## config.mk

```make
export PLATFORM = sky130hd
export DESIGN_NAME = pkt_dma_ctrl
export DESIGN_NICKNAME = d
export VERILOG_FILES = /design/src/rtl/pkt_dma_pkg.sv /design/src/rtl/pkt_dma_path.sv /design/src/rtl/pkt_dma_fsm.sv /design/src/rtl/pkt_dma_ctrl.sv
export SDC_FILE = /design/constraint.sdc
export NUM_CORES = 1
export LEC_CHECK = 0
export ABC_AREA = 0
export CAP_MARGIN = 20
export CORE_MARGIN = 4
export CORE_UTILIZATION = 30
export CTS_CLUSTER_SIZE = 28
export DETAILED_ROUTE_END_ITERATION = 10
export PLACE_DENSITY = 0.67
export SETUP_SLACK_MARGIN = 0.1
export SYNTH_ARGS = -nofsm -noshare
export SYNTH_HDL_FRONTEND = slang
export SYNTH_SLANG_ARGS = --single-unit
```

## constraint.sdc

```tcl
create_clock -name clk -period 1.9 [get_ports clk]
set_clock_uncertainty 0.1 [all_clocks]
set_input_delay 0.19 -clock clk [delete_from_list [all_inputs] [get_ports clk]]
set_output_delay 0.19 -clock clk [all_outputs]
set_load 0.1 [all_outputs]
```

## src/rtl/pkt_dma_pkg.sv

```systemverilog
package pkt_dma_pkg;

  typedef enum logic [1:0] {
    ST_IDLE = 2'd0,
    ST_REQ  = 2'd1,
    ST_XFER = 2'd2,
    ST_GAP  = 2'd3
  } dma_state_e;

  // strobes from control to datapath
  typedef struct packed {
    logic ptrClr;
    logic ptrInc;
    logic dataLoad;
    logic gapLoad;
    logic gapDec;
  } ctrl_strb_t;

endpackage

```

## src/rtl/pkt_dma_path.sv

```systemverilog
module pkt_dma_path
  import pkt_dma_pkg::*;
#(
  parameter int PKT_BYTES = 22,
  parameter int GAP_W     = 8,
  parameter int GAP_RESET = 4,
  parameter int DATA_W    = 8,
  localparam int PTR_W    = $clog2(PKT_BYTES + 1)
) (
  input  logic              clk,
  input  logic              rst_n,
  input  ctrl_strb_t        strb,
  input  logic              gapWr,
  input  logic [GAP_W-1:0]  gapWrData,
  input  logic [DATA_W-1:0] srcData,
  output logic [PTR_W-1:0]  srcAddr,
  output logic [DATA_W-1:0] dataOut,
  output logic              ptrLast,
  output logic              ptrEnd,
  output logic              gapDone
);

  localparam logic [PTR_W-1:0] LAST_IDX = PTR_W'(PKT_BYTES - 1);
  localparam logic [PTR_W-1:0] END_IDX  = PTR_W'(PKT_BYTES);
  localparam logic [GAP_W-1:0] GAP_INIT = GAP_W'(GAP_RESET);

  logic [PTR_W-1:0]  bytePtr;
  logic [DATA_W-1:0] dataReg;
  logic [GAP_W-1:0]  gapReg;
  logic [GAP_W-1:0]  gapCnt;

  // byte pointer
  always_ff @(posedge clk or negedge rst_n) begin
    if (!rst_n) begin
      bytePtr <= '0;
    end else if (strb.ptrClr) begin
      bytePtr <= '0;
    end else if (strb.ptrInc && (bytePtr != END_IDX)) begin
      bytePtr <= bytePtr + 1'b1;
    end
  end

  // captured byte held on the bus
  always_ff @(posedge clk or negedge rst_n) begin
    if (!rst_n) begin
      dataReg <= '0;
    end else if (strb.dataLoad) begin
      dataReg <= srcData;
    end
  end

  // programmed gap count
  always_ff @(posedge clk or negedge rst_n) begin
    if (!rst_n) begin
      gapReg <= GAP_INIT;
    end else if (gapWr) begin
      gapReg <= gapWrData;
    end
  end

  // running gap counter
  always_ff @(posedge clk or negedge rst_n) begin
    if (!rst_n) begin
      gapCnt <= '0;
    end else if (strb.gapLoad) begin
      gapCnt <= gapReg;
    end else if (strb.gapDec && (gapCnt != '0)) begin
      gapCnt <= gapCnt - 1'b1;
    end
  end

  assign srcAddr = bytePtr;
  assign dataOut = dataReg;
  assign ptrLast = (bytePtr == LAST_IDX);
  assign ptrEnd  = (bytePtr == END_IDX);
  assign gapDone = (gapCnt <= GAP_W'(1));

endmodule

```

## src/rtl/pkt_dma_fsm.sv

```systemverilog
module pkt_dma_fsm
  import pkt_dma_pkg::*;
#(
  parameter int ADDR_W = 4
) (
  input  logic              clk,
  input  logic              rst_n,
  input  logic              cfgDmaEn,
  input  logic              cfgAckSel,
  input  logic              cfgAckInv,
  input  logic              cfgBusWide,
  input  logic              pktLoad,
  input  logic              hostCsN,
  input  logic              hostRdN,
  input  logic [ADDR_W-1:0] hostAddr,
  input  logic              hostAck,
  input  logic              ptrLast,
  input  logic              ptrEnd,
  input  logic              gapDone,
  output ctrl_strb_t        strb,
  output logic              reqActive,
  output logic              busDrive
);

  dma_state_e state, stateNxt;
  logic viaAck, viaAckNxt;

  logic dmaOk;
  logic rdStrb;
  logic ackStrb;
  logic dmaStrb;
  logic heldStrb;

  assign dmaOk    = cfgDmaEn && !cfgBusWide;
  assign rdStrb   = !hostCsN && !hostRdN && (hostAddr == '0);
  assign ackStrb  = (hostAck == cfgAckInv);
  assign dmaStrb  = cfgAckSel ? ackStrb : rdStrb;
  assign heldStrb = viaAck ? ackStrb : rdStrb;

  always_comb begin
    stateNxt = state;
    viaAckNxt = viaAck;
    strb = '0;
    if (pktLoad) begin
      strb.ptrClr = 1'b1;
      stateNxt = ST_IDLE;
    end else begin
      unique case (state)
        ST_IDLE: begin
          if (!ptrEnd) begin
            if (dmaOk) begin
              stateNxt = ST_REQ;
            end else if (!cfgDmaEn && rdStrb) begin
              stateNxt = ST_XFER;
              viaAckNxt = 1'b0;
              strb.dataLoad = 1'b1;
            end
          end
        end
        ST_REQ: begin
          if (!dmaOk) begin
            stateNxt = ST_IDLE;
          end else if (dmaStrb) begin
            stateNxt = ST_XFER;
            viaAckNxt = cfgAckSel;
            strb.dataLoad = 1'b1;
          end
        end
        ST_XFER: begin
          if (!heldStrb) begin
            strb.ptrInc = 1'b1;
            if (dmaOk && !ptrLast) begin
              stateNxt = ST_GAP;
              strb.gapLoad = 1'b1;
            end else begin
              stateNxt = ST_IDLE;
            end
          end
        end
        ST_GAP: begin
          if (!dmaOk) begin
            stateNxt = ST_IDLE;
          end else if (gapDone) begin
            stateNxt = ST_REQ;
          end else begin
            strb.gapDec = 1'b1;
          end
        end
        default: stateNxt = ST_IDLE;
      endcase
    end
  end

  always_ff @(posedge clk or negedge rst_n) begin
    if (!rst_n) begin
      state  <= ST_IDLE;
      viaAck <= 1'b0;
    end else begin
      state  <= stateNxt;
      viaAck <= viaAckNxt;
    end
  end

  // request is gated combinationally so a disable takes effect at once
  assign reqActive = (state == ST_REQ) && dmaOk && !ptrEnd;
  assign busDrive  = (state == ST_XFER);

endmodule

```

## src/rtl/pkt_dma_ctrl.sv

```systemverilog
module pkt_dma_ctrl
  import pkt_dma_pkg::*;
#(
  parameter int PKT_BYTES = 22,
  parameter int GAP_W     = 8,
  parameter int GAP_RESET = 4,
  parameter int DATA_W    = 8,
  parameter int ADDR_W    = 4,
  localparam int PTR_W    = $clog2(PKT_BYTES + 1)
) (
  input  logic              clk,
  input  logic              rst_n,
  input  logic              cfgDmaEn,
  input  logic              cfgAckSel,
  input  logic              cfgReqInv,
  input  logic              cfgAckInv,
  input  logic              cfgBusWide,
  input  logic              gapWr,
  input  logic [GAP_W-1:0]  gapWrData,
  input  logic              pktLoad,
  input  logic              hostCsN,
  input  logic              hostRdN,
  input  logic [ADDR_W-1:0] hostAddr,
  input  logic              hostAck,
  output logic              dmaReq,
  output logic [DATA_W-1:0] dataOut,
  output logic              dataOe,
  output logic [PTR_W-1:0]  srcAddr,
  input  logic [DATA_W-1:0] srcData
);

  ctrl_strb_t strb;
  logic ptrLast;
  logic ptrEnd;
  logic gapDone;
  logic reqActive;

  pkt_dma_fsm #(
    .ADDR_W(ADDR_W)
  ) u_fsm (
    .clk       (clk),
    .rst_n     (rst_n),
    .cfgDmaEn  (cfgDmaEn),
    .cfgAckSel (cfgAckSel),
    .cfgAckInv (cfgAckInv),
    .cfgBusWide(cfgBusWide),
    .pktLoad   (pktLoad),
    .hostCsN   (hostCsN),
    .hostRdN   (hostRdN),
    .hostAddr  (hostAddr),
    .hostAck   (hostAck),
    .ptrLast   (ptrLast),
    .ptrEnd    (ptrEnd),
    .gapDone   (gapDone),
    .strb      (strb),
    .reqActive (reqActive),
    .busDrive  (dataOe)
  );

  pkt_dma_path #(
    .PKT_BYTES(PKT_BYTES),
    .GAP_W    (GAP_W),
    .GAP_RESET(GAP_RESET),
    .DATA_W   (DATA_W)
  ) u_path (
    .clk      (clk),
    .rst_n    (rst_n),
    .strb     (strb),
    .gapWr    (gapWr),
    .gapWrData(gapWrData),
    .srcData  (srcData),
    .srcAddr  (srcAddr),
    .dataOut  (dataOut),
    .ptrLast  (ptrLast),
    .ptrEnd   (ptrEnd),
    .gapDone  (gapDone)
  );

  // pin level: active low unless inverted
  assign dmaReq = ~reqActive ^ cfgReqInv;

endmodule

```

==> flow_summary.toml <==
[run_status]
status = "complete, but fails checks"
violations = "setup timing"

[yosys]
synth_cell_types = 47
synth-edff-count = 0
ys.flop_type = "dfrtp_1"
synth-seq-cells = 32
synth.area.mux_share = 0.1290
async_flop_share = 1.000
synthAdderAreaFrac = 0.03506
syn-instance-count = 161
syn_area_per_cell_sq_um = 11.08
yosysWarnings = 0
yosysSeqAreaShare = 0.4495
synth-simple-area-share = 0.2062
syn_area_sq_um = 1784
synth_top_family_by_area = "simple AND/OR/NAND/NOR gates"
synthXorXnorAreaFrac = 0.03436
synth_compound_area_frac = 0.1220
syn-num-nets = 198

[layout]
synthToLayoutAreaGrowth_pct = 63.39
final_util = 0.5167
final_cells = 325
n_antenna_cell = 0
num-nets-final = 289
layout-drive-gt1-share = 0.4743

[routing]
firstDrtPassIters = 4
drc_errors = 0
post_drt_wl_per_cell_microns = 14.08
routed_via_density = 4.797
drt-total-wl_microns = 4576
vias = 1559
drtIter0Drc = 56
final_antenna_net_count = 0

[power_and_ir_drop]
leakagePower_nw = 1.289
power_frac_clock = 0.303
ir_drop_v = 0.0004329
p_comb_frac = 0.266
p_switching_uw = 564.5
p_per_area_nw_per_um2 = 613.3
total_power_mw = 1.788
p_int_mw = 1.223
swShare = 0.3157
p_seq_frac = 0.431

[grt]
track_usage = 0.1273
grt_antenna_before_repair = 0
grt_max_degree = 33
grt_pass1_wl_microns = 7445
gr-total-overflow = 0
grt_pass1_vias = 1601

[sta]
relSlewSlack = 0.7369
layout_setup_ws_ns = -0.09794
rsz0062_at_grt = "true"
holdWs_ns = 0.1625
slew_violations = 0
hold_violations = 0
setup_viol = 14
max_slew.worst_pin.slew_ns = 0.3918
fin_tns_setup_ns = -0.4577
max_freq_mhz = 500.5
period_minus_slack_ns = 1.998
min_period_over_period = 1.052

[clock_network]
cts_made_buffers = 5
ctsLongestPathBuffers = 2
insertion_delay_ns = 0.28
root_buffer = "clkbuf_8"
clkSinkCount = 32
htree_levels = 2
cts_tree = "built"
clk_pin_slew_ns = 0.07
cts.hold.buffers_added = 0

[place]
dp_cells = 305
io_buffers = 46
gp_congestion = 0.8535
dp_hpwl_microns = 3182

[setup_path]
end_kind = "primary output"
critPathSlowestCell = "dfrtp_4"
crit_type = "register to primary output"
cp-start-kind = "register"
cp_cell_sequence = "inv_4 -> ha_4 -> nand4b_1 -> buf_6 -> nand2_4 -> xor2_4 -> buf_12"
cp_max_fo = 3
cp.arrival_ns = 1.71
cp.required_ns = 1.61
critical-path-max-stage-delay_ns = 0.51

[floorplanning]
fp.dieH_microns = 85.12
pin_count = 47
start_util = 0.3163
core_area_sq_um = 5642
die_w_microns = 85.12
num_rows = 27
die_area_sq_um = 7245

[flow_run]
cap_violations = 0

[min_path]
min_path_type = "input pin to asynchronous set/reset pin"
[power by group through the flow]
stage,combinational [mW],sequential (mW),clock (mW)
detailed placement,0.453,0.777,0
global route,0.503,0.777,0.593
global placement,0.449,0.776,0
floorplan,0.124,0.924,0
finish,0.476,0.770,0.542
CTS,0.475,0.767,0.559
[synthesized netlist by cell type, types with 2 or more instances]
cell type | n | area share
o21ai_1 | 2 | 0.0056
and3_1 | 2 | 0.0070
nand2b_1 | 7 | 0.025
nor2_1 | 12 | 0.025
mux2i_1 | 2 | 0.011
ha_1 | 5 | 0.035
inv_1 | 8 | 0.017
mux2_2 | 8 | 0.050
dfrtp_1 | 31 | 0.43
or4_1 | 2 | 0.0084
a21oi_1 | 6 | 0.017
nand4_1 | 2 | 0.0070
a31oi_1 | 2 | 0.0070
nand2_1 | 10 | 0.021
nor4_4 | 2 | 0.024
nand4b_1 | 3 | 0.015
nor3_1 | 8 | 0.022
mux2_4 | 8 | 0.067
nand3_1 | 6 | 0.017
xor2_1 | 5 | 0.025
a221o_1 | 3 | 0.017
xnor2_1 | 2 | 0.0098
[layout by cell type (no fill, tap or decap), drive strengths merged, types with 2 or more instances in the layout]
cell / count
buf: 56
dfrtp: 31
clkdlybuf4s50: 29
mux2: 16
nor2: 14
nand2: 10
nor3: 8
inv: 7
nand2b: 7
clkbuf: 7
nand3: 6
a21oi: 6
xor2: 5
ha: 5
nand4b: 3
nor4: 3
a221o: 3
or4: 3
clkinvlp: 2
nand4: 2
o21ai: 2
a31oi: 2
mux2i: 2
dlymetal6s2s: 2
xnor2: 2
or2: 2
and3: 2
[registers in the layout, indices dropped and copies added, names as in the netlist]
register	cells
u_fsm.state	2
u_path.srcAddr	5
u_path.dataOut	8
u_fsm.viaAck	1
u_path.gapReg	8
u_path.gapCnt	8
[metrics by stage]
stage / instance area (sq um) / setup WS [ns]
after floorplan: 1834 / -0.2944
after global placement: 2584 / -0.3188
after detailed placement: 2584 / -0.3433
after CTS: 2861 / -0.08539
after global routing: 2915 / -0.1495
final: 2915 / -0.09794
[worst max-delay path: cells and delay by family (launching register included)]
kind	cells	cell delay, ns
fa+ha+maj	1	0.11
buf+inv	3	0.42
flops	1	0.51
simple gates	2	0.22
xor+xnor	1	0.16
[path summary, 6_finish.rpt]
check,depth (start not counted),from,endpoint,slack (ns)
hold reg to reg,2,u_path.gapReg[7],u_path.gapCnt[7],0.39
hold / removal,2,rst_n,u_path.srcAddr[4],0.16
max in group asynchronous,2,rst_n,u_path.gapReg[2],1.29
setup / recovery,7,u_path.srcAddr[0],dmaReq,-0.1
setup reg to reg,6,u_path.srcAddr[0],u_path.gapCnt[6],-0.09
min in group clk,2,u_path.gapReg[7],u_path.gapCnt[7],0.39
[timing repair]
| item | CTS | global route |
|---|---|---|
| pin swaps | 13 | 4 |
| resized for setup | 20 | 10 |
| setup buffers | 12 | 1 |
| setup endpoints to repair | 19 | 24 |
| hold endpoints to repair | 0 | 0 |
[logic make-up after synthesis]
group / after synthesis
xor+xnor: 7
flops: 32
mux: 18
compound gates: 27
fa+ha+maj: 5
buf+inv: 11
simple gates: 61
[routing by layer]
layer / global-route usage / vias to the layer above / part of all wire
li1: - / 774 / -
met1: 0.1686 / 748 / 0.44
met2: 0.2062 / 33 / 0.49
met3: 0.02913 / 4 / 0.050
met4: 0.03885 / 0 / 0.013
met5: 0 / - / 0
[area by class of cell]
class                           count  area (sq um)
Tap cell                           72         90.09
Timing Repair Buffer               87         777.0
Clock buffer                        7         86.33
Fill cell                         499          2726
Inverter                            8         36.28
Multi-Input combinational cell    118          1104
Clock inverter                      1         7.507
Sequential cell                    32         814.5
(Power assumes the default switching activity.)
